**src/rtl/eep_pkg.sv**
```systemverilog
package eep_pkg;

  typedef enum logic [3:0] {
    ST_IDLE,
    ST_WSET,
    ST_WLOW,
    ST_WHIGH,
    ST_WWIN,
    ST_PREAD,
    ST_PGAP,
    ST_RREAD,
    ST_RRESP
  } eep_state_t;

endpackage

```
**src/rtl/eep_bank_dec.sv**
```systemverilog
module eep_bank_dec #(
  parameter int BANKS = 4,
  localparam int SEL_W = $clog2(BANKS)
) (
  input  logic             en,
  input  logic [SEL_W-1:0] sel,
  output logic [BANKS-1:0] sel_n
);

  for (genvar b = 0; b < BANKS; b++) begin : g_bank
    assign sel_n[b] = !(en && (sel == SEL_W'(b)));
  end

endmodule

```
**src/rtl/eep_cdown.sv**
```systemverilog
module eep_cdown #(
  parameter int W = 8
) (
  input  logic         clk,
  input  logic         rst_n,
  input  logic         load,
  input  logic [W-1:0] val,
  output logic         zero
);

  logic [W-1:0] cnt_q;

  always_ff @(posedge clk or negedge rst_n) begin
    if (!rst_n)            cnt_q <= '0;
    else if (load)         cnt_q <= val;
    else if (cnt_q != '0)  cnt_q <= cnt_q - 1'b1;
  end

  assign zero = (cnt_q == '0);

endmodule

```
**src/rtl/eep_poll_cmp.sv**
```systemverilog
module eep_poll_cmp #(
  parameter int LANES = 2
) (
  input  logic [LANES-1:0] rd_flag,
  input  logic [LANES-1:0] wr_flag,
  output logic             match
);

  logic [LANES-1:0] lane_ok;

  for (genvar l = 0; l < LANES; l++) begin : g_lane
    assign lane_ok[l] = (rd_flag[l] == wr_flag[l]);
  end

  assign match = &lane_ok;

endmodule

```
**src/rtl/eep_bank_ctrl.sv**
```systemverilog
module eep_bank_ctrl import eep_pkg::*; #(
  parameter int ADDR_W = 19,
  parameter int DATA_W = 16,
  parameter int BANKS  = 4,
  parameter int PAGE_W = 7,
  parameter int T_AS   = 2,
  parameter int T_WP   = 20,
  parameter int T_DS   = 10,
  parameter int T_WPH  = 10,
  parameter int T_RD   = 30,
  parameter int T_WIN  = 28000,
  parameter int T_GAP  = 4,
  parameter int T_WC   = 2000000,
  localparam int BANK_W = $clog2(BANKS),
  localparam int LOW_AW = ADDR_W - BANK_W
) (
  input  logic              clk,
  input  logic              rst_n,
  input  logic              cmd_valid,
  output logic              cmd_ready,
  input  logic              cmd_write,
  input  logic              cmd_last,
  input  logic [ADDR_W-1:0] cmd_addr,
  input  logic [DATA_W-1:0] cmd_wdata,
  output logic              rsp_valid,
  input  logic              rsp_ready,
  output logic [DATA_W-1:0] rsp_data,
  output logic              busy,
  output logic              done,
  output logic              err,
  output logic [LOW_AW-1:0] mem_addr,
  output logic [BANKS-1:0]  mem_cs_n,
  output logic              mem_we_n,
  output logic              mem_oe_n,
  output logic [DATA_W-1:0] mem_wdata,
  output logic              mem_wdata_oe,
  input  logic [DATA_W-1:0] mem_rdata
);

  localparam int LOW_CYC    = (T_WP > T_DS) ? T_WP : T_DS;
  localparam int PH_M1      = (LOW_CYC > T_WIN) ? LOW_CYC : T_WIN;
  localparam int PH_M2      = (T_RD > T_WPH) ? T_RD : T_WPH;
  localparam int PH_M3      = (T_AS > T_GAP) ? T_AS : T_GAP;
  localparam int PH_M4      = (PH_M1 > PH_M2) ? PH_M1 : PH_M2;
  localparam int PH_MAX     = (PH_M4 > PH_M3) ? PH_M4 : PH_M3;
  localparam int PH_W       = $clog2(PH_MAX + 1);
  localparam int TO_W       = $clog2(T_WC + 1);
  localparam int WC_W       = PAGE_W + 1;
  localparam int PAGE_WORDS = 1 << PAGE_W;
  localparam int LANES      = DATA_W / 8;

  eep_state_t        state_q, state_n;
  logic [ADDR_W-1:0] addr_q, addr_n;
  logic [DATA_W-1:0] data_q, data_n;
  logic [WC_W-1:0]   wcnt_q, wcnt_n;
  logic              end_q;
  logic              accept, same_page;
  logic              ph_load, ph_zero;
  logic [PH_W-1:0]   ph_val;
  logic              to_load, to_zero;
  logic              done_set, err_set;
  logic              match;
  logic              cs_en;
  logic [BANKS-1:0]  cs_dec_n;
  logic [LANES-1:0]  rd_flag, wr_flag;

  // phase timer: every strobe phase runs for a fixed cycle count
  eep_cdown #(.W(PH_W)) u_phase (
    .clk  (clk),
    .rst_n(rst_n),
    .load (ph_load),
    .val  (ph_val),
    .zero (ph_zero)
  );

  // programming time limit, armed once at the start of polling
  eep_cdown #(.W(TO_W)) u_limit (
    .clk  (clk),
    .rst_n(rst_n),
    .load (to_load),
    .val  (TO_W'(T_WC - 1)),
    .zero (to_zero)
  );

  // top bit of each byte lane carries the in-progress status
  for (genvar l = 0; l < LANES; l++) begin : g_flag
    assign rd_flag[l] = mem_rdata[8*l + 7];
    assign wr_flag[l] = data_q[8*l + 7];
  end

  eep_poll_cmp #(.LANES(LANES)) u_cmp (
    .rd_flag(rd_flag),
    .wr_flag(wr_flag),
    .match  (match)
  );

  eep_bank_dec #(.BANKS(BANKS)) u_dec (
    .en   (cs_en),
    .sel  (addr_n[ADDR_W-1 -: BANK_W]),
    .sel_n(cs_dec_n)
  );

  assign same_page = (cmd_addr[ADDR_W-1:PAGE_W] == addr_q[ADDR_W-1:PAGE_W]);

  always_comb begin
    cmd_ready = 1'b0;
    if (state_q == ST_IDLE)      cmd_ready = 1'b1;
    else if (state_q == ST_WWIN) cmd_ready = cmd_write && same_page;
  end

  assign accept = cmd_valid && cmd_ready;
  assign addr_n = accept ? cmd_addr : addr_q;
  assign data_n = (accept && cmd_write) ? cmd_wdata : data_q;
  assign wcnt_n = (state_q == ST_IDLE) ? WC_W'(1) : wcnt_q + 1'b1;

  always_comb begin
    state_n  = state_q;
    ph_load  = 1'b0;
    ph_val   = '0;
    to_load  = 1'b0;
    done_set = 1'b0;
    err_set  = 1'b0;
    unique case (state_q)
      ST_IDLE: if (accept) begin
        ph_load = 1'b1;
        if (cmd_write) begin
          state_n = ST_WSET;
          ph_val  = PH_W'(T_AS - 1);
        end else begin
          state_n = ST_RREAD;
          ph_val  = PH_W'(T_RD - 1);
        end
      end
      ST_WSET: if (ph_zero) begin
        state_n = ST_WLOW;
        ph_load = 1'b1;
        ph_val  = PH_W'(LOW_CYC - 1);
      end
      ST_WLOW: if (ph_zero) begin
        state_n = ST_WHIGH;
        ph_load = 1'b1;
        ph_val  = PH_W'(T_WPH - 1);
      end
      ST_WHIGH: if (ph_zero) begin
        ph_load = 1'b1;
        if (end_q) begin
          state_n = ST_PREAD;
          ph_val  = PH_W'(T_RD - 1);
          to_load = 1'b1;
        end else begin
          state_n = ST_WWIN;
          ph_val  = PH_W'(T_WIN - 1);
        end
      end
      ST_WWIN: if (accept) begin
        state_n = ST_WSET;
        ph_load = 1'b1;
        ph_val  = PH_W'(T_AS - 1);
      end else if (ph_zero) begin
        state_n = ST_PREAD;
        ph_load = 1'b1;
        ph_val  = PH_W'(T_RD - 1);
        to_load = 1'b1;
      end
      ST_PREAD: if (ph_zero) begin
        if (match) begin
          state_n  = ST_IDLE;
          done_set = 1'b1;
        end else if (to_zero) begin
          state_n = ST_IDLE;
          err_set = 1'b1;
        end else begin
          state_n = ST_PGAP;
          ph_load = 1'b1;
          ph_val  = PH_W'(T_GAP - 1);
        end
      end
      ST_PGAP: if (ph_zero) begin
        if (to_zero) begin
          state_n = ST_IDLE;
          err_set = 1'b1;
        end else begin
          state_n = ST_PREAD;
          ph_load = 1'b1;
          ph_val  = PH_W'(T_RD - 1);
        end
      end
      ST_RREAD: if (ph_zero) state_n = ST_RRESP;
      ST_RRESP: if (rsp_ready) state_n = ST_IDLE;
      default:  state_n = ST_IDLE;
    endcase
  end

  assign cs_en = (state_n == ST_WSET) || (state_n == ST_WLOW) || (state_n == ST_WHIGH) ||
                 (state_n == ST_PREAD) || (state_n == ST_RREAD);

  always_ff @(posedge clk or negedge rst_n) begin
    if (!rst_n) begin
      state_q <= ST_IDLE;
      addr_q  <= '0;
      data_q  <= '0;
      wcnt_q  <= '0;
      end_q   <= 1'b0;
    end else begin
      state_q <= state_n;
      addr_q  <= addr_n;
      data_q  <= data_n;
      if (accept && cmd_write) begin
        wcnt_q <= wcnt_n;
        end_q  <= cmd_last || (wcnt_n == WC_W'(PAGE_WORDS));
      end
    end
  end

  // memory-side strobes are flops, decoded from the next state
  always_ff @(posedge clk or negedge rst_n) begin
    if (!rst_n) begin
      mem_cs_n     <= '1;
      mem_we_n     <= 1'b1;
      mem_oe_n     <= 1'b1;
      mem_addr     <= '0;
      mem_wdata    <= '0;
      mem_wdata_oe <= 1'b0;
      busy         <= 1'b0;
      done         <= 1'b0;
      err          <= 1'b0;
    end else begin
      mem_cs_n     <= cs_dec_n;
      mem_we_n     <= !(state_n == ST_WLOW);
      mem_oe_n     <= !((state_n == ST_PREAD) || (state_n == ST_RREAD));
      mem_addr     <= addr_n[LOW_AW-1:0];
      mem_wdata    <= data_n;
      mem_wdata_oe <= (state_n == ST_WSET) || (state_n == ST_WLOW) || (state_n == ST_WHIGH);
      busy         <= (state_n != ST_IDLE) && (state_n != ST_RREAD) && (state_n != ST_RRESP);
      done         <= done_set;
      err          <= err_set;
    end
  end

  always_ff @(posedge clk or negedge rst_n) begin
    if (!rst_n) begin
      rsp_valid <= 1'b0;
      rsp_data  <= '0;
    end else if (state_q == ST_RREAD && ph_zero) begin
      rsp_valid <= 1'b1;
      rsp_data  <= mem_rdata;
    end else if (state_q == ST_RRESP && rsp_ready) begin
      rsp_valid <= 1'b0;
    end
  end

endmodule

```
**config.mk**
```make
export PLATFORM = sky130hd
export DESIGN_NAME = eep_bank_ctrl
export DESIGN_NICKNAME = d
export VERILOG_FILES = /design/src/rtl/eep_pkg.sv /design/src/rtl/eep_bank_dec.sv /design/src/rtl/eep_cdown.sv /design/src/rtl/eep_poll_cmp.sv /design/src/rtl/eep_bank_ctrl.sv
export SDC_FILE = /design/constraint.sdc
export NUM_CORES = 1
export LEC_CHECK = 0
export BUFFER_PORTS_ARGS = -buffer_cell sky130_fd_sc_hd__buf_2
export CAP_MARGIN = 30
export CORE_ASPECT_RATIO = 1.1
export CORE_UTILIZATION = 60
export DETAILED_ROUTE_END_ITERATION = 7
export GPL_TIMING_DRIVEN = 0
export PLACE_DENSITY = 0.9
export SLEW_MARGIN = 20
export SYNTH_ARGS = -nofsm -noshare
export SYNTH_HDL_FRONTEND = slang
export SYNTH_HIERARCHICAL = 1
export SYNTH_SLANG_ARGS = --single-unit
```
**constraint.sdc**
```tcl
create_clock -name clk -period 7.82 [get_ports clk]
set_input_delay 0.782 -clock clk [delete_from_list [all_inputs] [get_ports clk]]
set_output_delay 0.782 -clock clk [all_outputs]
set_load 0.02 [all_outputs]
```
==> impl_metrics.py <==
metrics = {
    "floorplan": {
        "die_w_um": 96.4,
        "die_area_um2": 10200,
        "start_util": 0.623,
        "die_h_um": 106,
        "core-area_um2": 9440,
        "ioPinCount": 118,
        "placementRows": 37,
    },
    "sta": {
        "final-hold-violation-count": 0,
        "rsz0062_at_grt": "no",
        "fin_crit_sh": 0.469,
        "fin_setup_tns_ns": 0,
        "fin_crit_ns": 3.67,
        "setup_viol": 0,
        "finClkSkew_ns": 0.0209,
        "worstMarginPinSlew_ns": 0.888,
        "finalMaxSlewViolations": 0,
        "fmaxAchievable_ghz": 0.273,
        "max-slew-margin-rel": 0.403,
        "whs_ns": 0.329,
    },
    "finish": {
        "finish.net_count": 753,
        "area_growth_syn_to_layout_pct": 17.9,
        "antennaDiodeCount": 0,
        "drive_gt1_frac": 0.330,
        "fin_util": 0.734,
    },
    "pwr": {
        "irDropWorstVdd_uv": 223,
        "total_power_mw": 2.02,
        "power_leakage_nw": 3.09,
        "pwr_density_cell_nw_per_um2": 291,
    },
    "worst_hold_path": {
        "hold_path.class": "primary input to async pin",
    },
    "yosys": {
        "syn_avg_cell_area_um2": 10.9,
        "synth-seq-cells": 111,
        "synth_area_um2": 5880,
        "synth_top_family_by_area": "simple AND/OR/NAND/NOR gates",
        "synth_seq_area_share": 0.473,
        "synth.mux.area_fraction": 0.110,
        "synth_enable_flop_cells": 0,
        "synth_cell_type_count": 76,
        "synthAdderAreaFrac": 0.00851,
        "synth_compound_area_frac": 0.130,
        "async_flop_share": 1.00,
        "synthXorXnorAreaFrac": 0.0566,
        "synth_flop_cell": "dfrtp_1",
        "yosys_warnings": 6,
        "synthCells": 540,
        "synthSimpleGateAreaFrac": 0.168,
    },
    "routing": {
        "vias": 4738,
        "wl_um": 13800,
        "wl_per_cell_um": 17.0,
        "dr.pass1.iters": 5,
        "drtIter0Drc": 363,
        "antenna_left": 0,
        "viasPerCell": 5.82,
        "drcViolationCount": 0,
    },
    "clock_network": {
        "cts_root_buf": "clkbuf_8",
        "cts_resized": 0,
        "cts.hold.buffers_added": 0,
        "post-cts-setup-buffers": 0,
        "path_clk_slew_ns": 0.11,
        "clock-sinks": 111,
        "clk_latency_ns": 0.39,
        "cts_buffer_depth": 2,
        "tritoncts": "yes",
        "htreeDepth": 3,
        "cts_buffers": 9,
    },
    "run_status": {
        "status": "finished, final reports clean",
    },
    "placed_design": {
        "io_buffer_count": 117,
        "hpwlAfterDp_um": 10000,
        "gp_congestion": 0.928,
    },
    "worst_setup_path": {
        "arrival_ns": 3.93,
        "cp_max_fo": 14,
        "worstSetupPathType": "register to register",
        "critPathLaunchType": "register",
        "ff2ff_setup_slack_ns": 4.15,
        "end_kind": "register",
        "required_ns": 8.08,
    },
    "grt": {
        "grt_pass1_vias": 4906,
        "grt.overflow.total": 0,
        "antenna_found_initial": 0,
        "track_usage": 0.296,
        "grt_max_degree": 63,
        "grt_pass1_wl_um": 23200,
    },
    "run": {
        "maxCapViolations": 0,
    },
}
## cells in the mapped netlist, drive strengths merged (11+ instances only)
cell    instances  area, um^2
dfrtp         105        2630
mux2           54         608
nand2          47         176
nor2           26         105
buf            25         186
o21ai          23         119
xor2           22         193
clkbuf         19        71.3
xnor2          16         140
o31ai          14         110
nor3           13        65.1
nor4           12         100
inv            11        41.3
## sequential cells by signal (all words and copies together), names as in the netlist, 3 cells and up
name,flops
addr_q,3
mem_cs_n,4
state_q,4
wcnt_q,8
rsp_data,16
u_phase/cnt_q,15
mem_wdata,16
u_limit/cnt_q,21
mem_addr,16
## metal layers
metal  vias up  GRT usage  part of all wire
met4         0      0.103             0.020
li1       2228          -                 -
met3        25     0.0693             0.062
met5         -          0                 0
met2       162      0.507              0.52
met1      2323      0.361              0.40
## cells in the final DEF, fill, tap and decap left out, types with 4 or more instances in the layout
cell,instances
or2_2,6
o31ai_1,13
o41ai_1,5
mux2_1,18
or3_1,4
buf_2,121
a31oi_1,6
xnor2_1,16
nor4_1,8
inv_1,11
clkbuf_8,10
nand3_1,7
xor2_1,22
o21ai_0,18
dfstp_2,6
mux2i_1,4
a21o_1,4
o21ai_1,4
nor3b_1,4
o21a_1,6
nand2_1,47
a211oi_1,5
nor2b_1,4
a22o_1,9
clkbuf_1,19
or4_1,7
nor4_2,4
nor2_1,25
nand3b_1,4
mux2_2,36
ha_1,4
o311ai_0,5
a21oi_1,8
nor3_1,13
dfrtp_1,105
conb_1,25
buf_4,18
## stage by stage
stage / instances / setup slack, ns / instance area [um^2]
3_3_place_gp: 797 / 4.12 / 6700
2_1_floorplan: 563 / 4.71 / 5970
5_1_grt: 814 / 3.84 / 6930
6_report: 814 / 4.15 / 6930
3_5_place_dp: 798 / 4.04 / 6740
4_1_cts: 814 / 4.17 / 6930
## power breakdown
group          switching, mW  internal (mW)
registers              0.149          0.750
clock network          0.212          0.133
logic                  0.423          0.353
total                  0.784           1.24
## worst paths after layout
check	from	end	cells after the start
max in group asynchronous	rst_n	mem_cs_n[1]	2
max reg2reg	u_phase/cnt_q[0]	u_phase/cnt_q[4]	12
min reg2reg	mem_addr[1]	mem_addr[1]	1
min	rst_n	mem_addr[12]	1
max	u_phase/cnt_q[0]	u_phase/cnt_q[4]	12
min in group clk	mem_addr[1]	mem_addr[1]	1
## layout make-up
type / count / area [um^2]
plain buffers: 44 / 258
clock buffers: 10 / 138
clock inverters: 6 / 61.3
fillers: 665 / 2510
inverters: 12 / 45.0
multi-input cells: 396 / 2880
flip-flops and latches: 111 / 2790
well taps: 117 / 146
repair buffers: 118 / 619
## cells by family after synthesis
family,after synthesis
fa+ha+maj,4
simple gates,166
other cells,2
buf+inv,56
mux,58
compound gates,105
xor+xnor,38
flops,111
## worst max-delay path: stages (launching register included)
cell and delay, ns:
dfrtp_1 0.40, inv_1 0.10, ha_1 0.20, or4b_2 0.65, nor4_2 0.21, buf_4 0.26, clkbuf_1 0.39, nand2_1 0.11
o21ai_0 0.39, clkinv_1 0.36, and3_1 0.28, a21oi_1 0.12, o41ai_1 0.08
No activity file was read; power rests on OpenSTA's default activity.
